--- src/rtl/flash_cmd_pkg.sv ---
package flash_cmd_pkg;

    typedef enum logic [3:0] {
        ST_ARRAY,
        ST_IDENT,
        ST_ERASE_ARM,
        ST_ERASE_RUN,
        ST_ERASE_CHK,
        ST_PROG_ARM,
        ST_PROG_RUN,
        ST_PROG_CHK,
        ST_RESET_ARM
    } fstate_t;

    localparam logic [7:0] OP_READ      = 8'h00;
    localparam logic [7:0] OP_IDENT     = 8'h90;
    localparam logic [7:0] OP_ERASE     = 8'h20;
    localparam logic [7:0] OP_ERASE_CHK = 8'hA0;
    localparam logic [7:0] OP_PROG      = 8'h40;
    localparam logic [7:0] OP_PROG_CHK  = 8'hC0;
    localparam logic [7:0] OP_RESET     = 8'hFF;

    localparam logic [7:0] ID_MAKER = 8'h89;
    localparam logic [7:0] ID_PART  = 8'hBD;

endpackage

--- src/rtl/flash_wr_sync.sv ---
module flash_wr_sync #(
    parameter int STAGES = 2
) (
    input  logic clk,
    input  logic rst_n,
    input  logic strobe_in,
    output logic wr_start,
    output logic wr_end
);

    // STAGES synchronizer flops plus one history flop for edge detection
    logic [STAGES:0] shreg;

    always_ff @(posedge clk) begin
        if (!rst_n) begin
            shreg <= '0;
        end else begin
            shreg <= {shreg[STAGES-1:0], strobe_in};
        end
    end

    logic synced;
    logic prev;

    always_comb begin
        synced   = shreg[STAGES-1];
        prev     = shreg[STAGES];
        wr_start = synced & ~prev;
        wr_end   = ~synced & prev;
    end

endmodule

--- src/rtl/flash_byte_array.sv ---
module flash_byte_array #(
    parameter int AW = 4,
    parameter int DW = 8
) (
    input  logic          clk,
    input  logic          rst_n,
    input  logic          erase_go,
    input  logic          prog_go,
    input  logic [AW-1:0] prog_addr,
    input  logic [DW-1:0] prog_data,
    input  logic [AW-1:0] rd_addr,
    output logic [DW-1:0] rd_data
);

    localparam int DEPTH = 1 << AW;

    logic [DW-1:0] cells [DEPTH];

    always_ff @(posedge clk) begin
        for (int i = 0; i < DEPTH; i++) begin
            if (!rst_n || erase_go) begin
                cells[i] <= '1;
            end else if (prog_go && (prog_addr == AW'(i))) begin
                cells[i] <= cells[i] & prog_data;
            end
        end
    end

    assign rd_data = cells[rd_addr];

endmodule

--- src/rtl/flash_cmd_fsm.sv ---
module flash_cmd_fsm
    import flash_cmd_pkg::*;
#(
    parameter int AW           = 4,
    parameter int ERASE_CYCLES = 64,
    parameter int PROG_CYCLES  = 24
) (
    input  logic          clk,
    input  logic          rst_n,
    input  logic          vpp_ok,
    input  logic          wr_start,
    input  logic          wr_end,
    input  logic [AW-1:0] bus_addr,
    input  logic [7:0]    bus_data,
    output fstate_t       state,
    output logic          busy,
    output logic          erase_go,
    output logic          prog_go,
    output logic [AW-1:0] prog_addr,
    output logic [7:0]    prog_data,
    output logic [AW-1:0] verify_addr
);

    localparam int MAXC = (ERASE_CYCLES > PROG_CYCLES) ? ERASE_CYCLES : PROG_CYCLES;
    localparam int CW   = $clog2(MAXC + 1);

    fstate_t       nxt;
    logic [CW-1:0] cnt;
    logic [AW-1:0] lat_addr;
    logic          vpp_q;
    logic          vpp_rise;
    logic          cmd_state;
    logic          cmd_accept;

    assign vpp_rise   = vpp_ok & ~vpp_q;
    assign cmd_state  = (state == ST_ARRAY) || (state == ST_IDENT) ||
                        (state == ST_ERASE_CHK) || (state == ST_PROG_CHK);
    assign cmd_accept = cmd_state && wr_end && !vpp_rise;

    function automatic fstate_t decode(input logic [7:0] code, input fstate_t cur,
                                       input logic supply);
        fstate_t r;
        r = cur;
        unique case (code)
            OP_READ:      r = ST_ARRAY;
            OP_IDENT:     r = ST_IDENT;
            OP_ERASE_CHK: r = ST_ERASE_CHK;
            OP_PROG_CHK:  r = ST_PROG_CHK;
            OP_RESET:     r = ST_RESET_ARM;
            OP_ERASE:     r = supply ? ST_ERASE_ARM : cur;
            OP_PROG:      r = supply ? ST_PROG_ARM : cur;
            default:      r = cur;
        endcase
        return r;
    endfunction

    // next-state logic
    always_comb begin
        nxt = state;
        unique case (state)
            ST_ERASE_RUN, ST_PROG_RUN: begin
                if (cnt == '0) nxt = ST_ARRAY;
            end
            ST_ERASE_ARM: begin
                if (vpp_rise) nxt = ST_ARRAY;
                else if (wr_end)
                    nxt = (bus_data == OP_ERASE && vpp_ok) ? ST_ERASE_RUN : ST_ARRAY;
            end
            ST_PROG_ARM: begin
                if (vpp_rise) nxt = ST_ARRAY;
                else if (wr_end) nxt = vpp_ok ? ST_PROG_RUN : ST_ARRAY;
            end
            ST_RESET_ARM: begin
                if (vpp_rise || wr_end) nxt = ST_ARRAY;
            end
            ST_ARRAY, ST_IDENT, ST_ERASE_CHK, ST_PROG_CHK: begin
                if (vpp_rise) nxt = ST_ARRAY;
                else if (wr_end) nxt = decode(bus_data, state, vpp_ok);
            end
            default: nxt = ST_ARRAY;
        endcase
    end

    // state register and latched operands
    always_ff @(posedge clk) begin
        if (!rst_n) begin
            state       <= ST_ARRAY;
            cnt         <= '0;
            lat_addr    <= '0;
            vpp_q       <= 1'b0;
            prog_addr   <= '0;
            prog_data   <= '0;
            verify_addr <= '0;
        end else begin
            state <= nxt;
            vpp_q <= vpp_ok;
            if (wr_start && !busy) lat_addr <= bus_addr;
            if (state == ST_PROG_ARM && nxt == ST_PROG_RUN) begin
                prog_addr <= lat_addr;
                prog_data <= bus_data;
                cnt       <= CW'(PROG_CYCLES - 1);
            end else if (state == ST_ERASE_ARM && nxt == ST_ERASE_RUN) begin
                cnt <= CW'(ERASE_CYCLES - 1);
            end else if (busy && cnt != '0) begin
                cnt <= cnt - 1'b1;
            end
            if (cmd_accept && bus_data == OP_ERASE_CHK) verify_addr <= lat_addr;
        end
    end

    // outputs
    always_comb begin
        busy     = (state == ST_ERASE_RUN) || (state == ST_PROG_RUN);
        erase_go = (state == ST_ERASE_RUN) && (cnt == '0);
        prog_go  = (state == ST_PROG_RUN) && (cnt == '0);
    end

endmodule

--- src/rtl/flash_cmd_ctrl.sv ---
module flash_cmd_ctrl
    import flash_cmd_pkg::*;
#(
    parameter int AW           = 4,
    parameter int ERASE_CYCLES = 64,
    parameter int PROG_CYCLES  = 24,
    parameter int SYNC_STAGES  = 2
) (
    input  logic          clk,
    input  logic          rst_n,
    input  logic          vpp_ok,
    input  logic          ce_n,
    input  logic          we_n,
    input  logic          oe_n,
    input  logic [AW-1:0] addr,
    input  logic [7:0]    din,
    output logic [7:0]    dout,
    output logic          busy
);

    logic          wr_start;
    logic          wr_end;
    fstate_t       state;
    logic          erase_go;
    logic          prog_go;
    logic [AW-1:0] prog_addr;
    logic [7:0]    prog_data;
    logic [AW-1:0] verify_addr;
    logic [AW-1:0] rd_addr;
    logic [7:0]    rd_data;
    logic [7:0]    rd_val;

    flash_wr_sync #(.STAGES(SYNC_STAGES)) u_sync (
        .clk       (clk),
        .rst_n     (rst_n),
        .strobe_in (~ce_n & ~we_n),
        .wr_start  (wr_start),
        .wr_end    (wr_end)
    );

    flash_cmd_fsm #(
        .AW           (AW),
        .ERASE_CYCLES (ERASE_CYCLES),
        .PROG_CYCLES  (PROG_CYCLES)
    ) u_fsm (
        .clk         (clk),
        .rst_n       (rst_n),
        .vpp_ok      (vpp_ok),
        .wr_start    (wr_start),
        .wr_end      (wr_end),
        .bus_addr    (addr),
        .bus_data    (din),
        .state       (state),
        .busy        (busy),
        .erase_go    (erase_go),
        .prog_go     (prog_go),
        .prog_addr   (prog_addr),
        .prog_data   (prog_data),
        .verify_addr (verify_addr)
    );

    flash_byte_array #(.AW(AW), .DW(8)) u_array (
        .clk       (clk),
        .rst_n     (rst_n),
        .erase_go  (erase_go),
        .prog_go   (prog_go),
        .prog_addr (prog_addr),
        .prog_data (prog_data),
        .rd_addr   (rd_addr),
        .rd_data   (rd_data)
    );

    always_comb begin
        unique case (state)
            ST_ERASE_CHK: rd_addr = verify_addr;
            ST_PROG_CHK:  rd_addr = prog_addr;
            default:      rd_addr = addr;
        endcase
    end

    always_comb begin
        if (state == ST_IDENT) begin
            if (addr == AW'(0))      rd_val = ID_MAKER;
            else if (addr == AW'(1)) rd_val = ID_PART;
            else                     rd_val = 8'h00;
        end else begin
            rd_val = rd_data;
        end
    end

    always_ff @(posedge clk) begin
        if (!rst_n) begin
            dout <= 8'h00;
        end else begin
            dout <= (!ce_n && !oe_n) ? rd_val : 8'h00;
        end
    end

endmodule

--- config.mk ---
export PLATFORM = sky130hd
export DESIGN_NAME = flash_cmd_ctrl
export DESIGN_NICKNAME = d
export VERILOG_FILES = /design/src/rtl/flash_cmd_pkg.sv /design/src/rtl/flash_wr_sync.sv /design/src/rtl/flash_byte_array.sv /design/src/rtl/flash_cmd_fsm.sv /design/src/rtl/flash_cmd_ctrl.sv
export SDC_FILE = /design/constraint.sdc
export NUM_CORES = 1
export LEC_CHECK = 0
export ABC_AREA = 1
export BUFFER_PORTS_ARGS = -buffer_cell sky130_fd_sc_hd__buf_2
export CORE_UTILIZATION = 35
export CTS_CLUSTER_DIAMETER = 30
export CTS_CLUSTER_SIZE = 20
export DETAILED_ROUTE_END_ITERATION = 8
export PLACE_DENSITY = 0.61
export SYNTH_ARGS = -nofsm -noshare
export SYNTH_HDL_FRONTEND = slang
export SYNTH_HIERARCHICAL = 1
export SYNTH_SLANG_ARGS = --single-unit
export TNS_END_PERCENT = 100
--- constraint.sdc ---
create_clock -name clk -period 5.84 [get_ports clk]
set_input_delay 0.292 -clock clk [delete_from_list [all_inputs] [get_ports clk]]
set_output_delay 0.292 -clock clk [all_outputs]
set_load 0.005 [all_outputs]
# Word-level counts from Yosys, hierarchy flattened
# Memories as Yosys holds them, arrays and structs flattened.
# Index checks and enable logic that the tools add are counted.
# W data, S select, Z words.
[totals]
regBits = 43
ramBits = 128
inputBits = 18
elab_cells = 225
mem_count = 1
[op_classes]
addsub = 1
n_eq_ne = 32
muxes = 87
bitwise = 42
n_reduce_logical = 51
[memory_table]
columns = ["memory", "depth", "word_bits", "rd", "rd_ports_with_merged_regs", "write_ports", "line_no", "rtl"]
rows = [
  ["u_array.cells", 16, 8, 17, 0, 16, "flash_byte_array.sv:17", "logic [DW-1:0] cells [DEPTH];"],
]
[ops]
columns = ["op", "n"]
rows = [
  ["$mux W8", 19],
  ["$and A8 B8 Y8", 16],
  ["$mux W1", 50],
  ["$mux W4", 10],
  ["$eq A4 B3 Y1 const B", 9],
  ["$eq A4 B4 Y1 const B", 9],
  ["$eq A8 B8 Y1 const B", 4],
  ["$pmux W4 S7", 1],
  ["$logic_and A1 B1 Y1", 27],
  ["$eq A4 B2 Y1 const B", 5],
  ["$pmux W4 S5", 1],
  ["$or A1 B1 Y1", 16],
  ["$eq A4 B1 Y1 const B", 3],
  ["$logic_not A4 Y1", 3],
  ["$mux W6", 2],
  ["$eq A8 B6 Y1 const B", 1],
  ["$eq A8 B7 Y1 const B", 1],
  ["$logic_not A8 Y1", 1],
  ["$pmux W4 S2", 1],
  ["$logic_not A7 Y1", 1],
  ["$reduce_bool A7 Y1", 1],
  ["$sub A7 B1 Y7 const B", 1],
  ["$logic_or A1 B1 Y1", 6],
  ["$not A1 Y1", 6],
  ["11 further kinds", 19],
]

# Longest topological paths before layout
[depth]
word_depth = 10
depth_mapped = 15
ltp_nobuf = 14

# By module
# The synthesis kept the hierarchy.
[by_module_without_submodules]
columns = ["mod", "n_inst", "cells_per_inst", "area_each_um2"]
rows = [
  ["flash_byte_array", 1, 746, 6696.4],
  ["flash_cmd_fsm", 1, 255, 1844.3],
  ["flash_cmd_ctrl", 1, 74, 460.4],
  ["flash_wr_sync", 1, 13, 100.1],
]

# Worst setup path before layout
# No wires, ideal clock.
[synth_timing]
kind = "register to register"
from = "register u_fsm.cnt[3]"
to = "memory u_array.cells[5][0] (enable)"
setup_time_ps = 384
arrival_time_ps = 1808
required_time_ps = 5456
path_slack_ps = 3648
stages_incl_launch_ff = 8
path_cell_list = "dfxtp_1 inv_1 nand2_1 nor3_2 nand3b_1 nor2_1 nand2_1 o21ai_0"
[synth_rtl]
columns = ["item", "line_no", "rtl"]
rows = [
  ["start, declared", "flash_cmd_fsm.sv:28", "logic [CW-1:0] cnt;"],
  ["start signal, assigned", "flash_cmd_fsm.sv:101", "cnt <= CW'(PROG_CYCLES - 1);"],
  ["start signal, assigned", "flash_cmd_fsm.sv:103", "cnt <= CW'(ERASE_CYCLES - 1);"],
  ["start signal, assigned", "flash_cmd_fsm.sv:105", "cnt <= cnt - 1'b1;"],
  ["end, declared", "flash_byte_array.sv:17", ""],
]

# Worst setup path after layout
[layout_timing]
from = "register u_fsm.state[1]"
to = "register dout[0]"
[layout_between]
elab_chain_len = 4
[layout_lines]
columns = ["item", "line_no", "rtl"]
rows = [
  ["start, declared", "flash_cmd_fsm.sv:15", "output fstate_t state,"],
  ["start signal, assigned", "flash_cmd_fsm.sv:95", "state <= nxt;"],
  ["$eq A4 B3 Y1", "flash_cmd_ctrl.sv:74", "unique case (state)"],
  ["$pmux W4 S2 *", "flash_cmd_ctrl.sv:74", ""],
  ["named net rd_addr[0]", "flash_cmd_ctrl.sv:29", "logic [AW-1:0] rd_addr;"],
  ["$mem_v2 Z16 W8 *", "-", ""],
  ["named net rd_data[0]", "flash_cmd_ctrl.sv:30", "logic [7:0] rd_data;"],
  ["$mux W8 *", "flash_cmd_ctrl.sv:82", "if (state == ST_IDENT) begin"],
  ["end signal, assigned", "flash_cmd_ctrl.sv:95", "dout <= (!ce_n && !oe_n) ? rd_val : 8'h00;"],
  ["end, declared", "flash_cmd_ctrl.sv:17", "output logic [7:0] dout,"],
]
# The timed path passes the listed nets; every way through them passes the cells marked *.
# A chain may end at the register's enable or synchronous reset.

==> impl_metrics.json <==
{
  "die_x_um": 163.3,
  "startpoint": "u_fsm/state[1]$_SDFF_PN0_",
  "grt_usage_pct": 18.71,
  "clock.fmax_mhz": 300.4,
  "grt_pass1_wl_mm": 37.96,
  "grt_pass1_vias": 6866,
  "place_congestion": 0.8551,
  "design_area_mm2": 0.01010,
  "clkTransAtPathRegs_ps": 70,
  "ctsRootBufferMaster": "clkbuf_16",
  "setup_tns_ps": 0,
  "critPathMaxFanout": 65,
  "drtAntennaViolNets": 0,
  "yosysUniqueCellTypes": 36,
  "num_rows": 58,
  "die_area_mm2": 0.02665,
  "slew_viol_final": 0,
  "cts_setup_buffers": 0,
  "start_kind": "flip-flop",
  "finalNetCount": 1116,
  "start_util_pct": 35.94,
  "r2r_cells": 15,
  "finalCritPeriodShare_pct": 56.99,
  "drv_cap": 0,
  "endpoint_kind": "flip-flop",
  "hold_viol_final": 0,
  "post_cts_resized": 0,
  "die_h_um": 163.3,
  "routed_wl_mm": 23.92,
  "ys_ff_latch": 171,
  "min-delay-path-class": "in -> reg",
  "crit-reg2reg-launch": "u_fsm/state[1]$_SDFF_PN0_",
  "avgSynthCellArea_um2": 8.365,
  "critPathKind": "reg -> reg",
  "synth_area_leaders": "edfxtp_1 42%, nand2_1 9.7%, dfxtp_1 9.5%",
  "port_buffers": 26,
  "vias": 7315,
  "h-tree-depth": 4,
  "post-route-min-period_ps": 3328,
  "fin_skew_ps": 9.808,
  "r2r_end": "dout[0]$_SDFF_PN0_",
  "postCtsHoldBufs": 0,
  "power_density_mw_per_mm2": 266.9,
  "clock_path_buffers": 2,
  "yosysWarnings": 6,
  "dpl_cell_area_mm2": 0.009450,
  "rsz0062_at_grt": "false",
  "cts_buffers": 17,
  "setup_slack_ps": 2512,
  "synth_top_area_share_pct": 42.23,
  "dpl_worst_slack_ps": 2600,
  "antenna_cells": 0,
  "drc": 0,
  "wl_per_cell_um": 16.63,
  "setup_viol": 0,
  "worstMarginPinSlew_ps": 1161,
  "netlist_area_mm2": 0.009101,
  "slew_headroom_pct": 21.81,
  "vias_per_cell": 5.083,
  "grt_overflow": 0,
  "cts.sinks": 171,
  "dpl.hpwl_mm": 15.86,
  "seq_area_frac_synth_pct": 51.69,
  "synth_top_cell_by_area": "edfxtp_1",
  "drt_iter0_drc": 679,
  "arrival_ps": 3700,
  "cts_tree": "built",
  "crit_path_end": "dout[0]$_SDFF_PN0_",
  "coreArea_mm2": 0.02533,
  "irDropWorstVdd_v": 0.0001801,
  "syn_nets": 1108,
  "p_leak_uw": 0.004480,
  "crit_required_ps": 6210,
  "firstDrtPassIters": 5,
  "ios": 27,
  "clk_latency_ps": 430,
  "area_growth_pct": 10.96,
  "run_status": "finished clean",
  "ff2ff_setup_slack_ps": 2510,
  "grt_max_degree": 66,
  "netlist_instances": 1088,
  "grt_antenna_before_repair": 0,
  "drive_above_1_share_pct": 11.99
}
==> stage by stage <==
| step | hold slack (ps) | std cells | total power (uW) | utilization (%) |
|---|---|---|---|---|
| finish | 135.7 | 1439 | 2695 | 39.87 |
| global placement | 391.1 | 1407 | 1465 | 37.31 |
| detailed placement | 395.3 | 1407 | 1466 | 37.31 |
| CTS | 124.8 | 1439 | 2712 | 39.87 |
| floorplan | 385.5 | 1088 | 1425 | - |
| global route | 132.0 | 1439 | 2769 | 39.87 |
==> worst max-delay path: stages (launching register included) <==
cell and delay, ps:
dfxtp_1 610, nand2_1 100, inv_1 130, nand3_1 90, nand2_1 70, inv_1 50, nand2_2 40, buf_4 560
inv_2 630, nand2_1 230, nand3_1 100, nand3_1 160, nand3_1 170, nand2_1 100, nand3_1 80, nand2_1 100
==> synthesized netlist by cell type <==
cell type	count
dfxtp_1	43
buf_4	2
nand3b_1	1
inv_1	191
or2_1	1
nor4_4	1
nor2_8	5
a21oi_2	8
nand3_1	149
clkbuf_1	18
nand3_2	2
nor3_1	2
xor2_1	4
nand4_1	1
inv_2	13
buf_1	1
o21ai_1	26
nor2_1	31
a21oi_1	25
nor3b_4	1
o31ai_1	3
ha_1	2
buf_12	1
nor3_2	4
a31oi_1	1
o21ai_0	134
nand2_4	4
xnor2_1	1
buf_6	4
nand2_1	234
nor2_4	13
buf_2	15
edfxtp_1	128
nand2_2	8
nor2_2	8
nor3_4	3
==> worst min-delay path by stage <==
stage,endpoint,depth (start not counted),from
global route,u_fsm/vpp_q$_SDFF_PN0_,3,vpp_ok
finish,u_sync/shreg[0]$_SDFF_PN0_,4,we_n
detailed placement,u_sync/shreg[1]$_SDFF_PN0_,2,u_sync/shreg[0]$_SDFF_PN0_
floorplan,u_fsm/vpp_q$_SDFF_PN0_,2,vpp_ok
global placement,u_sync/shreg[1]$_SDFF_PN0_,2,u_sync/shreg[0]$_SDFF_PN0_
CTS,u_sync/shreg[0]$_SDFF_PN0_,4,we_n
==> cell usage in the layout (no fill, tap or decap), drive strengths merged <==
cell	synthesis	routed
nor3b	1	1
bufinv	0	5
a31oi	1	1
clkinv	0	8
edfxtp	128	128
inv	204	205
ha	2	2
nand4	1	1
nor3	9	9
o21ai	160	160
or2	1	1
clkinvlp	0	1
nand2	246	246
xnor2	1	1
nand3	151	151
buf	23	30
nor2	57	57
nor4	1	1
a21oi	33	33
nand3b	1	1
dfxtp	43	43
clkbuf	18	17
o31ai	3	3
xor2	4	4
==> layout make-up <==
cell class / count / area, um^2
Tap cell: 330 / 412.9
Timing Repair Buffer: 30 / 160.2
Multi-Input combinational cell: 672 / 3407
Clock buffer: 17 / 425.4
Clock inverter: 15 / 222.7
Inverter: 204 / 765.7
Sequential cell: 171 / 4705
Fill cell: 2526 / 15230
==> layer usage <==
| metal | global-route usage [%] | part of all wire [%] | vias up | wire length [um] |
|---|---|---|---|---|
| met4 | 4.673 | 1.3 | 0 | 306 |
| met2 | 27.99 | 44 | 286 | 10550 |
| met1 | 27.35 | 47 | 3441 | 11280 |
| li1 | - | - | 3567 | - |
| met3 | 3.758 | 7.4 | 21 | 1779 |
| met5 | 0 | 0 | - | 0 |
==> sequential cells by signal (all words and copies together), names as in the netlist <==
register	cells
dout	8
u_fsm/state	4
u_sync/shreg	3
u_array/cells	128
u_fsm/cnt	7
u_fsm/vpp_q	1
u_fsm/prog_data	8
u_fsm/prog_addr	4
u_fsm/lat_addr	4
u_fsm/verify_addr	4
==> report_power, final <==
part,switching (uW),leakage [uW],internal (uW)
Sequential,2.18,0.00121,1300
Combinational,101,0.00295,32.1
Clock,495,0.000316,761
==> logic make-up after synthesis <==
group,share of synthesized area [%]
and+or+nand+nor,25.39
buffers and inverters,10.90
AOI/OAI and AO/OA,11.26
DFF,51.69
xor gates and xnor gates,0.4811
adders and majority gates,0.2749
No activity file was read; power rests on OpenSTA's default activity.
